$ cat config.mk
export PLATFORM = sky130hd
export DESIGN_NAME = pp_tx_buffer
export DESIGN_NICKNAME = d
export VERILOG_FILES = /design/src/rtl/pp_txbuf_pkg.sv /design/src/rtl/pp_txbuf_bank.sv /design/src/rtl/pp_txbuf_ctrl.sv /design/src/rtl/pp_tx_buffer.sv
export SDC_FILE = /design/constraint.sdc
export NUM_CORES = 1
export LEC_CHECK = 0
export ABC_CLOCK_PERIOD_IN_PS = 4000
export BUFFER_PORTS_ARGS = -buffer_cell sky130_fd_sc_hd__buf_2
export CORE_MARGIN = 5
export CORE_UTILIZATION = 40
export DETAILED_ROUTE_END_ITERATION = 8
export GPL_TIMING_DRIVEN = 1
export RECOVER_POWER = 100
export SLEW_MARGIN = 20
export SYNTH_ARGS = -nofsm -noshare
export SYNTH_HDL_FRONTEND = slang
export SYNTH_HIERARCHICAL = 1
export SYNTH_SLANG_ARGS = --single-unit
$ cat constraint.sdc
create_clock -name clk -period 4 [get_ports clk]
set_input_delay 0.8 -clock clk [delete_from_list [all_inputs] [get_ports clk]]
set_output_delay 0.8 -clock clk [all_outputs]
set_load 0.01 [all_outputs]
$ cat src/rtl/pp_txbuf_pkg.sv
package pp_txbuf_pkg;

   // Index of one of the two halves.
   typedef logic bank_t;

   localparam int unsigned NBANKS = 2;

   function automatic bank_t other_bank(input bank_t b);
      return ~b;
   endfunction

endpackage

$ cat src/rtl/pp_txbuf_bank.sv
module pp_txbuf_bank #(
   parameter int unsigned DATA_W = 8,
   parameter int unsigned DEPTH  = 64,
   localparam int unsigned AW    = $clog2(DEPTH)
) (
   input  logic              clk,
   input  logic              we,
   input  logic [AW-1:0]     waddr,
   input  logic [DATA_W-1:0] wdata,
   input  logic [AW-1:0]     raddr,
   output logic [DATA_W-1:0] rdata
);

   // Storage has no reset; its contents are undefined until written.
   logic [DATA_W-1:0] mem [DEPTH];

   always_ff @(posedge clk) begin
      if (we) begin
         mem[waddr] <= wdata;
      end
   end

   assign rdata = mem[raddr];

endmodule

$ cat src/rtl/pp_txbuf_ctrl.sv
module pp_txbuf_ctrl
   import pp_txbuf_pkg::*;
#(
   parameter int unsigned PKT_BYTES = 64,
   localparam int unsigned AW       = $clog2(PKT_BYTES),
   localparam int unsigned LW       = $clog2(PKT_BYTES + 1)
) (
   input  logic              clk,
   input  logic              rst_n,
   input  logic              clear_i,
   input  logic              wr_valid_i,
   input  logic              commit_i,
   input  logic              rd_en_i,
   input  logic              ack_i,
   input  logic              retry_i,
   output logic [NBANKS-1:0] bank_we,
   output logic [AW-1:0]     wr_addr,
   output bank_t             rd_bank,
   output logic [AW-1:0]     rd_addr,
   output logic              wr_req_o,
   output logic              rd_ready_o,
   output logic [LW-1:0]     rd_len_o,
   output logic              ovf_o
);

   localparam logic [LW-1:0] PKT_LIM = LW'(PKT_BYTES);

   bank_t             fill_q, send_q;
   logic [NBANKS-1:0] full_q;
   logic [LW-1:0]     len_q [NBANKS];
   logic [LW-1:0]     wr_ptr_q, rd_ptr_q;
   logic              ovf_q;

   logic fill_open, send_busy;
   logic do_commit, do_write, do_drop;
   logic do_ack, do_retry, do_step;

   always_comb begin
      fill_open = ~full_q[fill_q];
      send_busy = full_q[send_q];
      do_commit = commit_i & fill_open;
      // A byte on the commit cycle is discarded.
      do_write  = wr_valid_i & fill_open & ~commit_i & (wr_ptr_q < PKT_LIM);
      do_drop   = wr_valid_i & fill_open & ~commit_i & (wr_ptr_q >= PKT_LIM);
      do_ack    = ack_i & send_busy;
      do_retry  = retry_i & send_busy & ~ack_i;
      do_step   = rd_en_i & send_busy & ~ack_i & ~retry_i
                  & (rd_ptr_q < len_q[send_q]);
   end

   always_ff @(posedge clk or negedge rst_n) begin
      if (!rst_n) begin
         fill_q   <= 1'b0;
         send_q   <= 1'b0;
         full_q   <= '0;
         wr_ptr_q <= '0;
         rd_ptr_q <= '0;
         ovf_q    <= 1'b0;
         for (int b = 0; b < NBANKS; b++) len_q[b] <= '0;
      end else if (clear_i) begin
         fill_q   <= 1'b0;
         send_q   <= 1'b0;
         full_q   <= '0;
         wr_ptr_q <= '0;
         rd_ptr_q <= '0;
         ovf_q    <= 1'b0;
         for (int b = 0; b < NBANKS; b++) len_q[b] <= '0;
      end else begin
         if (do_write) wr_ptr_q <= wr_ptr_q + 1'b1;
         if (do_drop)  ovf_q    <= 1'b1;
         // Commit and ack never touch the same half: one needs it empty,
         // the other needs it full.
         if (do_commit) begin
            full_q[fill_q] <= 1'b1;
            len_q[fill_q]  <= wr_ptr_q;
            fill_q         <= other_bank(fill_q);
            wr_ptr_q       <= '0;
         end
         if (do_ack) begin
            full_q[send_q] <= 1'b0;
            send_q         <= other_bank(send_q);
            rd_ptr_q       <= '0;
         end else if (do_retry) begin
            rd_ptr_q <= '0;
         end else if (do_step) begin
            rd_ptr_q <= rd_ptr_q + 1'b1;
         end
      end
   end

   always_comb begin
      for (int b = 0; b < NBANKS; b++) begin
         bank_we[b] = do_write & (fill_q == bank_t'(b));
      end
   end

   assign wr_addr    = wr_ptr_q[AW-1:0];
   assign rd_addr    = rd_ptr_q[AW-1:0];
   assign rd_bank    = send_q;
   assign wr_req_o   = fill_open;
   assign rd_ready_o = send_busy;
   assign rd_len_o   = send_busy ? len_q[send_q] : '0;
   assign ovf_o      = ovf_q;

endmodule

$ cat src/rtl/pp_tx_buffer.sv
module pp_tx_buffer
   import pp_txbuf_pkg::*;
#(
   parameter int unsigned DATA_W    = 8,
   parameter int unsigned PKT_BYTES = 64,
   localparam int unsigned AW       = $clog2(PKT_BYTES),
   localparam int unsigned LW       = $clog2(PKT_BYTES + 1)
) (
   input  logic              clk,
   input  logic              rst_n,
   input  logic              clear_i,
   input  logic              wr_valid_i,
   input  logic [DATA_W-1:0] wr_data_i,
   input  logic              commit_i,
   output logic              wr_req_o,
   output logic              ovf_o,
   output logic              rd_ready_o,
   output logic [LW-1:0]     rd_len_o,
   input  logic              rd_en_i,
   output logic [DATA_W-1:0] rd_data_o,
   input  logic              ack_i,
   input  logic              retry_i
);

   if (PKT_BYTES < 2) begin : g_bad_depth
      $error("pp_tx_buffer: PKT_BYTES must be at least 2");
   end
   if (DATA_W < 1) begin : g_bad_width
      $error("pp_tx_buffer: DATA_W must be at least 1");
   end

   logic [NBANKS-1:0] bank_we;
   logic [AW-1:0]     wr_addr, rd_addr;
   bank_t             rd_bank;
   logic [DATA_W-1:0] bank_rd [NBANKS];

   pp_txbuf_ctrl #(.PKT_BYTES(PKT_BYTES)) u_ctrl (
      .clk        (clk),
      .rst_n      (rst_n),
      .clear_i    (clear_i),
      .wr_valid_i (wr_valid_i),
      .commit_i   (commit_i),
      .rd_en_i    (rd_en_i),
      .ack_i      (ack_i),
      .retry_i    (retry_i),
      .bank_we    (bank_we),
      .wr_addr    (wr_addr),
      .rd_bank    (rd_bank),
      .rd_addr    (rd_addr),
      .wr_req_o   (wr_req_o),
      .rd_ready_o (rd_ready_o),
      .rd_len_o   (rd_len_o),
      .ovf_o      (ovf_o)
   );

   for (genvar g = 0; g < NBANKS; g++) begin : g_bank
      pp_txbuf_bank #(.DATA_W(DATA_W), .DEPTH(PKT_BYTES)) u_bank (
         .clk   (clk),
         .we    (bank_we[g]),
         .waddr (wr_addr),
         .wdata (wr_data_i),
         .raddr (rd_addr),
         .rdata (bank_rd[g])
      );
   end

   assign rd_data_o = bank_rd[rd_bank];

endmodule

* Yosys cells after proc, flatten, opt, wreduce, memory -nomap -nowiden
Memories as Yosys holds them, arrays and structs flattened. Index checks and enable logic that the tools add are counted.
Word-level totals: bits in writable memories 1024, bits in registers 33, output and inout port bits 18, bits of input ports 16, memories 2, word-level logic and storage cells 96
Memories:
- g_bank[0].u_bank.mem | depth 64, width 8, rd ports 1, clocked after memory_dff 0, write ports 1, RTL line pp_txbuf_bank.sv:15 | logic [DATA_W-1:0] mem [DEPTH];
- g_bank[1].u_bank.mem | depth 64, width 8, rd ports 1, clocked after memory_dff 0, write ports 1, RTL line pp_txbuf_bank.sv:15
Operators by class: reduce and logical (&&, ||, !) cells 8, magnitude comparators 10, bitwise logic cells 25, multiplexer cells 41, add/subtract/negate cells 2
Operators with widths (count):
- 7-bit two-way mux | 12
- 14-bit two-way mux | 2
- 8-bit two-way mux | 3
- 1-bit two-way mux | 16
- 7-bit by 1-bit adder with 7-bit output (second input constant) | 2
- 1-bit AND | 14
- 14-bit bitwise mux | 1
- 2-bit two-way mux | 4
- 7-bit demux with 1-bit select | 1
- 7-bit greater-or-equal comparator (second input constant) | 1
- 7-bit < comparator | 1
- 7-bit < comparator (second input constant) | 1
- 1-bit NOT | 6
- 2-bit nonzero test | 3
- 2-bit greater-or-equal comparator (second input constant) | 2
- 1-bit by 2-bit < comparator with 1-bit output (second input constant) | 2
- 1-bit NOT with 2-bit output | 2
- 4-bit nonzero test | 1
- 1-bit logical AND | 3
- 3-bit nonzero test | 1
- 2-bit AND | 1
- 1-bit demux with 1-bit select | 2
- 1-bit greater-or-equal comparator (second input constant) | 2
- 2-bit by 1-bit < comparator with 1-bit output (second input constant) | 1
- other kinds (2) | 2

* Logic depth before layout (Yosys ltp)
depth after elaboration 10, mapped depth 11, depth with buffers taken out 7

* By module
The synthesis kept the hierarchy.
Modules (own cells, without submodules):
- pp_txbuf_bank | instances 2, area each 20006.7 um^2, cells an instance 932, sequential area each 15374.7 um^2
- pp_txbuf_ctrl | instances 1, area each 1838.0 um^2, cells an instance 188, sequential area each 825.8 um^2
- pp_tx_buffer | instances 1, area each 131.4 um^2, cells an instance 9, sequential area each 0.0 um^2

* Worst setup path before layout
OpenSTA, ideal clock, no wires.
kind register to output, start point reg u_ctrl.rd_ptr_q[0], end point out rd_data_o[3], path slack 0.825 ns, arrival time 2.375 ns, cell stages (with the launch flop) 9, required time 3.200 ns, path buffers 3, cell sequence dfrtp_1 buf_4 buf_6 buf_4 mux4_2 mux4_2 o21ai_1 o41ai_1 mux2_4
RTL lines:
- from (decl) | RTL line pp_txbuf_ctrl.sv:31 | logic [LW-1:0] wr_ptr_q, rd_ptr_q;
- from (signal assigned) | RTL line pp_txbuf_ctrl.sv:86 | rd_ptr_q <= rd_ptr_q + 1'b1;
- to (decl) | RTL line pp_tx_buffer.sv:20 | output logic [DATA_W-1:0] rd_data_o,

==> qor.csv <==
metric,value,unit
root_buffer,clkbuf_16,
ys_top_cells_by_area,"edfxtp_1, mux4_2, dfrtp_1",
initial_core_util,40.39,%
criticalPathCategory,reg2out,
cts_tree,built,
synth_edf_count,1024,
synth-seq-area-share,75.21,%
critPathSlowestCell,mux4_2,
synth_most_common_cell,edfxtp_1,
p_leak,14.77,nW
ys_types,54,
crit_family,multiplexers,
required,3.20,ns
drc,0,
grt_first_pass_wirelength,149600,um
holdWs,0.4603,ns
final_cells,3815,
drive_above_1_share,26.08,%
path_clk_slew,0.06,ns
layout_setup_ws,-0.2451,ns
power,22.42,mW
setup_viol,8,
hold_viol_final,0,
slew_headroom,-115.0,%
grt_overflow_total,0,
max_freq,235.6,MHz
violations,"capacitance limit, slew limit, setup timing",
synth_area,41980,um2
cts_buffers,107,
fp.dieW,334.0,um
yosys-top-cells-count,"edfxtp_1, mux4_2, nor2_1, mux2i_1, nand2_1",
antenna_cells,0,
rsz0062_at_grt,true,
drt_pre_antenna_iters,5,
num_vias,21326,
powerDensity,458.5,nW/um2
cp-start-kind,register,
totalWireLength,101100,um
dp.cells,3580,
cp.arrival,3.45,ns
drtAntennaViolNets,0,
fp-row-count,118,
routabilityCongestion,0.8073,
antenna_found_initial,0,
wl_per_cell,26.51,um
synth_top_area_share,73.24,%
avgViaCountPerCell,5.590,
syn2layout_area_growth,16.48,%
cts.sinks,1057,
dr.first_iter.drc_count,2369,
cp_max_fo,7,
synth_warnings,6,
crit_buf_inv,4,
fin_crit_sh,106.1,%
globalRouteTotalUtil,17.93,%
fin_skew,0.02556,ns
core,103900,um2
ys.flop_type,edfxtp_1,
h-tree-depth,3,
post-route-util,47.05,%
cp-end-kind,primary output,
die_h,334.0,um
status,"complete, but fails checks",
yosysTopAreaCell,edfxtp_1,
min_period,4.245,ns
avgSynthCellArea,20.37,um2
path_cells,buf_12 -> buf_12 -> buf_16 -> mux4_2 -> mux4_2 -> nor2_2 -> nor3_2 -> o2bb2ai_4 -> mux2_4 -> buf_6,
io-pin-count,34,
hold_path_class,in2reg,
grt_start_max_net_pins,115,
port_buffers,33,
syn_nets,2085,
die_area,111500,um2
netlist_instances,2061,
drv_slew,639,
clock_latency,0.68,ns
synthArstFlopShare,3.122,%
place_ws,0.02634,ns
finish.net_count,2366,
drv_cap,9,
max_slew.worst_pin.slew,3.224,ns
peakVddDrop,0.3013,mV
cts.path.max_buffers,3,
ys_ff_latch,1057,
max_stage_delay,0.54,ns
dp_hpwl,62770,um
first_global_vias,21887,
==> flip-flops by register name, summed over array words and instances, names as in the netlist <==
register           count
g_bank.u_bank/mem   1024
u_ctrl/len_q          14
u_ctrl/rd_ptr_q        7
u_ctrl/wr_ptr_q        7
u_ctrl/full_q          2
u_ctrl/fill_q          1
u_ctrl/ovf_o           1
u_ctrl/rd_bank         1
==> layer usage <==
| layer | vias up | share of wire, % | track usage [%] |
|---|---|---|---|
| li1 | 9066 | - | - |
| met1 | 11383 | 43 | 26.40 |
| met2 | 767 | 48 | 28.32 |
| met3 | 110 | 7.3 | 3.243 |
| met4 | 0 | 1.6 | 3.928 |
| met5 | - | 0 | 0 |
==> final cells by class <==
cell class                 instances  area, um2
inverter                           4      15.01
multi-input combinational        878       9884
tap                             1380       1727
timing repair buffer             294       2171
clock buffer                     124       2805
sequential                      1057      31590
fill                            8755      55040
clock inverter                    78      706.9
==> report_power, final <==
part           switching [mW]  internal, mW
clock                    4.16          5.74
combinational           0.272        0.0699
sequential             0.0131          12.2
total                    4.45          18.0
==> tightest hold or removal path, stage by stage <==
cell and delay (ns):
buf_2 0.12, nand2_1 0.05, nand2_1 0.06, a21oi_1 0.06
==> placed cells by master (no fill, tap or decap), types with 9 or more instances in the layout <==
cell / instances
dfrtp_1: 28
clkinv_1: 28
nor3_1: 13
clkbuf_2: 15
mux4_2: 252
bufinv_16: 11
nand2_1: 44
a221oi_1: 12
nor2_1: 197
buf_4: 67
o22ai_1: 14
buf_12: 20
a21oi_1: 13
nor2b_1: 28
edfxtp_1: 1024
o221ai_1: 16
clkinv_2: 20
mux2_4: 9
mux2_2: 25
nand3_1: 33
buf_6: 12
buf_2: 12
clkbuf_16: 111
buf_16: 11
clkinvlp_4: 11
clkbuf_1: 165
nand2b_1: 15
mux2i_1: 70
==> what timing repair did <==
action,in CTS,in global routing
hold buffers,0,0
setup endpoints to repair,8,8
buffers inserted,26,2
endpoints found under the hold margin,0,0
pin swaps,7,7
gates resized for setup,64,14
gates cloned,6,1
==> through the flow <==
| stage | setup TNS [ns] | cell area [um2] |
|---|---|---|
| after floorplan | 0 | 41980 |
| after global placement | 0 | 45140 |
| after detailed placement | 0 | 45150 |
| after CTS | -1.996 | 49400 |
| after global routing | -14.50 | 48900 |
| final | -1.781 | 48900 |
==> cell families (layout without fill, tap and decap cells) <==
family          Yosys count  in the layout  synth area share (%)
simple gates            378            378                 4.065
mux                     356            356                 16.17
compound gates          130            130                 2.322
xor+xnor                  6              6                0.1252
fa+ha+maj                 8              8                0.2384
flops                  1057           1057                 75.21
buf+inv                 126            500                 1.869
==> worst paths after layout <==
path / cells after the start / start / to / slack, ns
min in group asynchronous: 1 / rst_n / u_ctrl/len_q[4] / 0.69
max in group asynchronous: 1 / rst_n / u_ctrl/rd_ptr_q[2] / 1.92
worst min-delay path: 4 / ack_i / u_ctrl/full_q[1] / 0.46
worst min register to register: 2 / u_ctrl/ovf_o / u_ctrl/ovf_o / 0.50
worst max register to register: 8 / u_ctrl/fill_q / g_bank[0].u_bank/mem[42][6] / 0.24
worst max-delay path: 10 / u_ctrl/rd_ptr_q[0] / rd_data_o[2] / -0.25
(Power assumes the default switching activity.)
